$ cat src/rtl/pci_cfg_pkg.sv
package pci_cfg_pkg;
  localparam int DW    = 32;
  localparam int BUS_W = 8;
  localparam int DEV_W = 5;
  localparam int FN_W  = 3;
  localparam int OFF_W = 8;
  localparam int SZ_W  = 2;
  localparam int SH_W  = $clog2(DW);

  // Type 0 or Type 1 configuration address word
  function automatic logic [DW-1:0] cfg_addr(input logic [BUS_W-1:0] bus,
                                             input logic [BUS_W-1:0] root,
                                             input logic [DEV_W-1:0] dev,
                                             input logic [FN_W-1:0]  fn,
                                             input logic [OFF_W-1:0] off);
    logic [DW-1:0] a;
    if (bus == root) begin
      a = {16'd0, dev, fn, off[7:2], 2'b00};
      if (!dev[4]) a[{1'b1, dev[3:0]}] = 1'b1;
    end else begin
      a = {8'd0, bus, dev, fn, off[7:2], 1'b0, 1'b1};
    end
    return a;
  endfunction

  function automatic logic [SH_W-1:0] lane_shift(input logic [1:0] off);
    return {off, 3'b000};
  endfunction

  function automatic logic [DW-1:0] lane_mask(input logic [SZ_W-1:0] size,
                                              input logic [1:0] off);
    logic [DW-1:0] base;
    case (size)
      2'd0:    base = 32'h0000_00FF;
      2'd1:    base = 32'h0000_FFFF;
      default: base = '1;
    endcase
    return base << lane_shift(off);
  endfunction

  function automatic logic [DW-1:0] lane_merge(input logic [DW-1:0] old,
                                               input logic [DW-1:0] wd,
                                               input logic [SZ_W-1:0] size,
                                               input logic [1:0] off);
    logic [DW-1:0] m;
    m = lane_mask(size, off);
    return (old & ~m) | ((wd << lane_shift(off)) & m);
  endfunction

  function automatic logic [DW-1:0] lane_align(input logic [DW-1:0] d,
                                               input logic [1:0] off);
    return d >> lane_shift(off);
  endfunction
endpackage

$ cat src/rtl/pci_cfg_addr_enc.sv
module pci_cfg_addr_enc
  import pci_cfg_pkg::*;
(
  input  logic [BUS_W-1:0] bus,
  input  logic [BUS_W-1:0] root,
  input  logic [DEV_W-1:0] dev,
  input  logic [FN_W-1:0]  fn,
  input  logic [OFF_W-1:0] off,
  output logic [DW-1:0]    addr_word
);
  always_comb addr_word = cfg_addr(bus, root, dev, fn, off);
endmodule

$ cat src/rtl/pci_cfg_lane.sv
module pci_cfg_lane
  import pci_cfg_pkg::*;
(
  input  logic [DW-1:0]   dword,
  input  logic [DW-1:0]   wdata,
  input  logic [SZ_W-1:0] size,
  input  logic [1:0]      off_lo,
  output logic [DW-1:0]   aligned,
  output logic [DW-1:0]   merged
);
  always_comb begin
    aligned = lane_align(dword, off_lo);
    merged  = lane_merge(dword, wdata, size, off_lo);
  end
endmodule

$ cat src/rtl/pci_cfg_fsm.sv
module pci_cfg_fsm
  import pci_cfg_pkg::*;
#(
  parameter int REG_AW = 12,
  parameter logic [REG_AW-1:0] ADDR_REG = 'h1A4,
  parameter logic [REG_AW-1:0] DATA_REG = 'h1AC,
  parameter logic [REG_AW-1:0] PSR_REG  = 'h106,
  parameter logic [REG_AW-1:0] ISR_REG  = 'h188,
  parameter logic [DW-1:0] PSR_MASK = 32'h0000_F900,
  parameter logic [DW-1:0] ISR_MASK = 32'h0000_679F
) (
  input  logic              clk,
  input  logic              rst,
  input  logic              req_valid,
  output logic              req_ready,
  input  logic [BUS_W-1:0]  req_bus,
  input  logic [DEV_W-1:0]  req_dev,
  input  logic [FN_W-1:0]   req_func,
  input  logic [OFF_W-1:0]  req_off,
  input  logic [SZ_W-1:0]   req_size,
  input  logic              req_write,
  input  logic [DW-1:0]     req_wdata,
  output logic              rsp_valid,
  output logic              rsp_err,
  output logic [DW-1:0]     rsp_rdata,
  output logic              m_wr,
  output logic              m_rd,
  output logic [REG_AW-1:0] m_addr,
  output logic [DW-1:0]     m_wdata,
  input  logic [DW-1:0]     m_rdata,
  input  logic              m_rvalid,
  input  logic [DW-1:0]     addr_word,
  input  logic [DW-1:0]     aligned,
  input  logic [DW-1:0]     merged,
  output logic [BUS_W-1:0]  q_bus,
  output logic [DEV_W-1:0]  q_dev,
  output logic [FN_W-1:0]   q_fn,
  output logic [OFF_W-1:0]  q_off,
  output logic [SZ_W-1:0]   q_size,
  output logic [DW-1:0]     q_wd,
  output logic [DW-1:0]     dword_q,
  output logic              cur_write,
  output logic              cur_word,
  output logic              psr_hit_evt,
  output logic              isr_hit_evt
);
  typedef enum logic [3:0] {
    S_IDLE, S_WADDR, S_RDATA, S_WTDATA, S_RPSR, S_WTPSR, S_CPSR,
    S_RISR, S_WTISR, S_CISR, S_WDATA, S_RESP
  } st_e;

  st_e st, st_nx;
  logic          q_wr, err_q, fail_now;
  logic [DW-1:0] psr_clr, isr_clr, psr_hits, isr_hits;

  assign psr_hits    = m_rdata & PSR_MASK;
  assign isr_hits    = m_rdata & ISR_MASK;
  assign psr_hit_evt = (st == S_WTPSR) && m_rvalid && (psr_hits != '0);
  assign isr_hit_evt = (st == S_WTISR) && m_rvalid && (isr_hits != '0);
  assign fail_now    = err_q | isr_hit_evt;
  assign cur_write   = q_wr;
  assign cur_word    = q_size[1];

  always_comb begin
    st_nx = st;
    case (st)
      S_IDLE:   if (req_valid) st_nx = S_WADDR;
      S_WADDR:  st_nx = (q_wr && q_size[1]) ? S_WDATA : S_RDATA;
      S_RDATA:  st_nx = S_WTDATA;
      S_WTDATA: if (m_rvalid) st_nx = S_RPSR;
      S_RPSR:   st_nx = S_WTPSR;
      S_WTPSR:  if (m_rvalid) st_nx = psr_hit_evt ? S_CPSR : S_RISR;
      S_CPSR:   st_nx = S_RISR;
      S_RISR:   st_nx = S_WTISR;
      S_WTISR:  if (m_rvalid) st_nx = isr_hit_evt ? S_CISR :
                                     ((q_wr && !fail_now) ? S_WDATA : S_RESP);
      S_CISR:   st_nx = (q_wr && !err_q) ? S_WDATA : S_RESP;
      S_WDATA:  st_nx = S_RESP;
      S_RESP:   st_nx = S_IDLE;
      default:  st_nx = S_IDLE;
    endcase
  end

  always_ff @(posedge clk) begin
    if (rst) begin
      st    <= S_IDLE;
      err_q <= 1'b0;
    end else begin
      st <= st_nx;
      if (st == S_IDLE && req_valid) begin
        q_bus  <= req_bus;
        q_dev  <= req_dev;
        q_fn   <= req_func;
        q_off  <= req_off;
        q_size <= req_size;
        q_wr   <= req_write;
        q_wd   <= req_wdata;
        err_q  <= 1'b0;
      end
      if (st == S_WTDATA && m_rvalid) dword_q <= m_rdata;
      if (st == S_WTPSR && m_rvalid) begin
        psr_clr <= psr_hits;
        if (psr_hit_evt) err_q <= 1'b1;
      end
      if (st == S_WTISR && m_rvalid) begin
        isr_clr <= isr_hits;
        if (isr_hit_evt) err_q <= 1'b1;
      end
    end
  end

  always_comb begin
    m_wr    = 1'b0;
    m_rd    = 1'b0;
    m_addr  = DATA_REG;
    m_wdata = '0;
    case (st)
      S_WADDR: begin m_wr = 1'b1; m_addr = ADDR_REG; m_wdata = addr_word; end
      S_RDATA: m_rd = 1'b1;
      S_RPSR:  begin m_rd = 1'b1; m_addr = PSR_REG; end
      S_CPSR:  begin m_wr = 1'b1; m_addr = PSR_REG; m_wdata = psr_clr; end
      S_RISR:  begin m_rd = 1'b1; m_addr = ISR_REG; end
      S_CISR:  begin m_wr = 1'b1; m_addr = ISR_REG; m_wdata = isr_clr; end
      S_WDATA: begin m_wr = 1'b1; m_wdata = q_size[1] ? q_wd : merged; end
      default: ;
    endcase
  end

  assign req_ready = (st == S_IDLE);
  assign rsp_valid = (st == S_RESP);
  assign rsp_err   = rsp_valid && err_q;
  assign rsp_rdata = (!rsp_valid || q_wr) ? '0 : (err_q ? '1 : aligned);
endmodule

$ cat src/rtl/pci_cfg_seq.sv
module pci_cfg_seq
  import pci_cfg_pkg::*;
#(
  parameter int REG_AW = 12,
  parameter logic [REG_AW-1:0] ADDR_REG = 'h1A4,
  parameter logic [REG_AW-1:0] DATA_REG = 'h1AC,
  parameter logic [REG_AW-1:0] PSR_REG  = 'h106,
  parameter logic [REG_AW-1:0] ISR_REG  = 'h188
) (
  input  logic              clk,
  input  logic              rst,
  input  logic [BUS_W-1:0]  root_bus,
  input  logic              req_valid,
  output logic              req_ready,
  input  logic [BUS_W-1:0]  req_bus,
  input  logic [DEV_W-1:0]  req_dev,
  input  logic [FN_W-1:0]   req_func,
  input  logic [OFF_W-1:0]  req_off,
  input  logic [SZ_W-1:0]   req_size,
  input  logic              req_write,
  input  logic [DW-1:0]     req_wdata,
  output logic              rsp_valid,
  output logic              rsp_err,
  output logic [DW-1:0]     rsp_rdata,
  output logic              m_wr,
  output logic              m_rd,
  output logic [REG_AW-1:0] m_addr,
  output logic [DW-1:0]     m_wdata,
  input  logic [DW-1:0]     m_rdata,
  input  logic              m_rvalid
);
  logic [BUS_W-1:0] q_bus;
  logic [DEV_W-1:0] q_dev;
  logic [FN_W-1:0]  q_fn;
  logic [OFF_W-1:0] q_off;
  logic [SZ_W-1:0]  q_size;
  logic [DW-1:0]    q_wd, dword_q, addr_word, aligned, merged;
  logic             cur_write, cur_word, psr_hit_evt, isr_hit_evt;

  pci_cfg_addr_enc enc_i (
    .bus(q_bus), .root(root_bus), .dev(q_dev), .fn(q_fn), .off(q_off),
    .addr_word(addr_word)
  );

  pci_cfg_lane lane_i (
    .dword(dword_q), .wdata(q_wd), .size(q_size), .off_lo(q_off[1:0]),
    .aligned(aligned), .merged(merged)
  );

  pci_cfg_fsm #(
    .REG_AW(REG_AW), .ADDR_REG(ADDR_REG), .DATA_REG(DATA_REG),
    .PSR_REG(PSR_REG), .ISR_REG(ISR_REG)
  ) fsm_i (
    .clk(clk), .rst(rst),
    .req_valid(req_valid), .req_ready(req_ready),
    .req_bus(req_bus), .req_dev(req_dev), .req_func(req_func),
    .req_off(req_off), .req_size(req_size), .req_write(req_write),
    .req_wdata(req_wdata),
    .rsp_valid(rsp_valid), .rsp_err(rsp_err), .rsp_rdata(rsp_rdata),
    .m_wr(m_wr), .m_rd(m_rd), .m_addr(m_addr), .m_wdata(m_wdata),
    .m_rdata(m_rdata), .m_rvalid(m_rvalid),
    .addr_word(addr_word), .aligned(aligned), .merged(merged),
    .q_bus(q_bus), .q_dev(q_dev), .q_fn(q_fn), .q_off(q_off),
    .q_size(q_size), .q_wd(q_wd), .dword_q(dword_q),
    .cur_write(cur_write), .cur_word(cur_word),
    .psr_hit_evt(psr_hit_evt), .isr_hit_evt(isr_hit_evt)
  );
endmodule

$ cat config.mk
export PLATFORM = sky130hd
export DESIGN_NAME = pci_cfg_seq
export DESIGN_NICKNAME = d
export VERILOG_FILES = /design/src/rtl/pci_cfg_pkg.sv /design/src/rtl/pci_cfg_addr_enc.sv /design/src/rtl/pci_cfg_lane.sv /design/src/rtl/pci_cfg_fsm.sv /design/src/rtl/pci_cfg_seq.sv
export SDC_FILE = /design/constraint.sdc
export NUM_CORES = 1
export LEC_CHECK = 0
export BUFFER_PORTS_ARGS = -buffer_cell sky130_fd_sc_hd__buf_4
export CORE_MARGIN = 2
export CORE_UTILIZATION = 54
export DETAILED_ROUTE_END_ITERATION = 10
export GPL_ROUTABILITY_DRIVEN = 0
export PLACE_DENSITY = 0.82
export REMOVE_ABC_BUFFERS = 1
export SLEW_MARGIN = 15
export SYNTH_ARGS = -nofsm -noshare
export SYNTH_HDL_FRONTEND = slang
export SYNTH_HIERARCHICAL = 1
export SYNTH_SLANG_ARGS = --single-unit
export TNS_END_PERCENT = 100
$ cat constraint.sdc
create_clock -name clk -period 4.9 [get_ports clk]
set_input_delay 0.49 -clock clk [delete_from_list [all_inputs] [get_ports clk]]
set_output_delay 0.49 -clock clk [all_outputs]
set_load 0.02 [all_outputs]
==> flow_summary.json <==
{
  "dr.pass1.iters": 5,
  "ys_warn_count": 6,
  "cts_sinks": 113,
  "ctsHoldBuffers": 0,
  "maxCapViolations": 0,
  "core_area_um2": 12500,
  "detail-route-antenna-nets": 0,
  "synth_area_um2": 6850,
  "end_kind": "output port",
  "port_buffers": 176,
  "nFillCells": 963,
  "layout_setup_ws_ns": 1.26,
  "num-nets-final": 824,
  "cts_resized": 0,
  "fmax_mhz": 275,
  "grt_overflow": 0,
  "leakage_uw": 0.00333,
  "cts_buffers": 17,
  "drt_iter0_drc": 399,
  "arrival_ns": 3.15,
  "grt_util_all_layers_pct": 27.7,
  "required_ns": 4.41,
  "dpl_worst_slack_ns": 1.74,
  "clockRootBuffer": "clkbuf_16",
  "powerDensity_nw_per_um2": 347,
  "status": "finished clean",
  "die-area_um2": 13600,
  "maxSlewViolCount": 0,
  "r2r_slack_ns": 2.12,
  "fp.dieW_um": 117,
  "vias_per_cell": 5.93,
  "placed_cells": 873,
  "antenna_found_initial": 0,
  "rsz0062_at_grt": "false",
  "finalWirelength_mm": 18.4,
  "via_count": 5371,
  "min_period_ns": 3.64,
  "ir_worst_vdd_mv": 0.337,
  "post_drt_wl_per_cell_um": 20.3,
  "hold_start": "req_wdata[18]",
  "drive_gt1_share_pct": 40.2,
  "rr_worst_depth": 4,
  "instances_no_fill": 906,
  "hpwl_mm": 12.7,
  "drc": 0,
  "grt_max_degree": 36,
  "fp.dieH_um": 117,
  "h-tree-depth": 4,
  "postCtsSetupRepairBufs": 0,
  "grt_pass1_vias": 5168,
  "setup_tns_ns": 0,
  "clock_path_buffers": 2,
  "reg2reg_to": "fsm_i/q_wd[5]",
  "postSynthCellCount": 579,
  "cts_tree": "built",
  "start_util_pct": 54.7,
  "relSlewSlack_pct": 26.5,
  "hold_end": "fsm_i/q_wd[18]",
  "syn_avg_cell_area_um2": 11.8,
  "rr_startpoint": "fsm_i/st[0]",
  "antennaDiodeCount": 0,
  "worstSetupStartpointType": "flip-flop",
  "finalClockSkew_ns": 0.00739,
  "hold_viol_final": 0,
  "holdPathStages": 1,
  "min_period_over_period_pct": 74.3,
  "crit_type": "reg2out",
  "rows": 41,
  "clk_pin_slew_ns": 0.06,
  "setup_viol": 0,
  "areaGrowthSynthToFinish_pct": 26.3,
  "grt_pass1_wl_mm": 28.0,
  "clkLatencyLatePin_ns": 0.42,
  "tightest_slew_ns": 1.10,
  "min_path_type": "in2reg",
  "ioPinCount": 184,
  "cp_max_fo": 34
}
==> metrics by stage <==
step | utilization [%] | area (um^2) | hold slack, ns | power [uW]
global route | 69.1 | 8650 | 0.225 | 3120
CTS | 68.9 | 8630 | 0.225 | 3010
floorplan | - | 6430 | 0.559 | 1570
finish | 69.1 | 8650 | 0.242 | 3000
detailed placement | 64.3 | 8050 | 0.669 | 1810
global placement | 64.3 | 8050 | 0.668 | 1800
==> area by class of cell <==
type                       instances  area, um^2  area share [%]
tap                              172         215            2.49
sequential                       113        3340            38.7
clock buffer                      19         443            5.12
timing repair buffer             185        1400            16.1
multi-input combinational        402        3100            35.9
inverter                           2        7.51          0.0868
clock inverter                    13         138            1.59
==> flip-flops by register name, summed over array words and instances, names as in the netlist <==
name and count:
fsm_i/q_fn 3, fsm_i/err_q 1, fsm_i/cur_write 1, fsm_i/dword_q 32, fsm_i/q_dev 5, fsm_i/isr_clr 11, fsm_i/q_size 2, fsm_i/q_wd 32
fsm_i/q_bus 8, fsm_i/q_off 8, fsm_i/psr_clr 6, fsm_i/st 4
==> worst max-delay path, stage by stage (launching register included) <==
cell and delay [ns]:
edfxtp_1 0.70, buf_4 0.39, nor2_2 0.81, mux2_2 0.42, mux2i_1 0.14, o21ai_1 0.09
buf_4 0.18
==> cells in the final DEF, fill, tap and decap left out, types with 6 or more instances in the layout <==
master     count
mux2_2        46
nand2_1       39
mux4_2         8
a22oi_1       15
mux2i_1       56
clkbuf_16     17
o21a_1        33
edfxtp_1     108
o21ai_1       29
a211oi_1       9
nor4_1         6
o21ai_0       10
nand2b_1      12
nor3_1        10
conb_1         8
nor2b_1        8
buf_4        184
and2_1        12
o2bb2ai_1      7
a21oi_1       14
nor2_1        24
xor2_1         9
==> report_power, final <==
part           switching, uW  internal [uW]
combinational            328            275
sequential              74.3           1130
clock                    442            758
total                    844           2160
==> how the worst max path moves through the flow <==
stage                              start              end  slack (ns)
final                     fsm_i/q_off[1]       m_wdata[6]        1.26
after global routing      fsm_i/q_off[1]       m_wdata[6]        1.03
after CTS                 fsm_i/q_off[1]      m_wdata[23]        1.23
after detailed placement  fsm_i/q_off[1]      m_wdata[23]        1.74
after global placement    fsm_i/q_off[1]       m_wdata[5]        1.87
after floorplan              fsm_i/st[3]  fsm_i/cur_write        0.47
==> routing by layer <==
layer / vias to the layer above / global-route usage (%) / part of all wire (%)
met5: - / 0 / 0
met4: 0 / 10.3 / 2.5
met3: 42 / 6.28 / 7.6
met1: 2623 / 35.9 / 40
li1: 2439 / - / -
met2: 267 / 45.8 / 50
No activity file was read; power rests on OpenSTA's default activity.
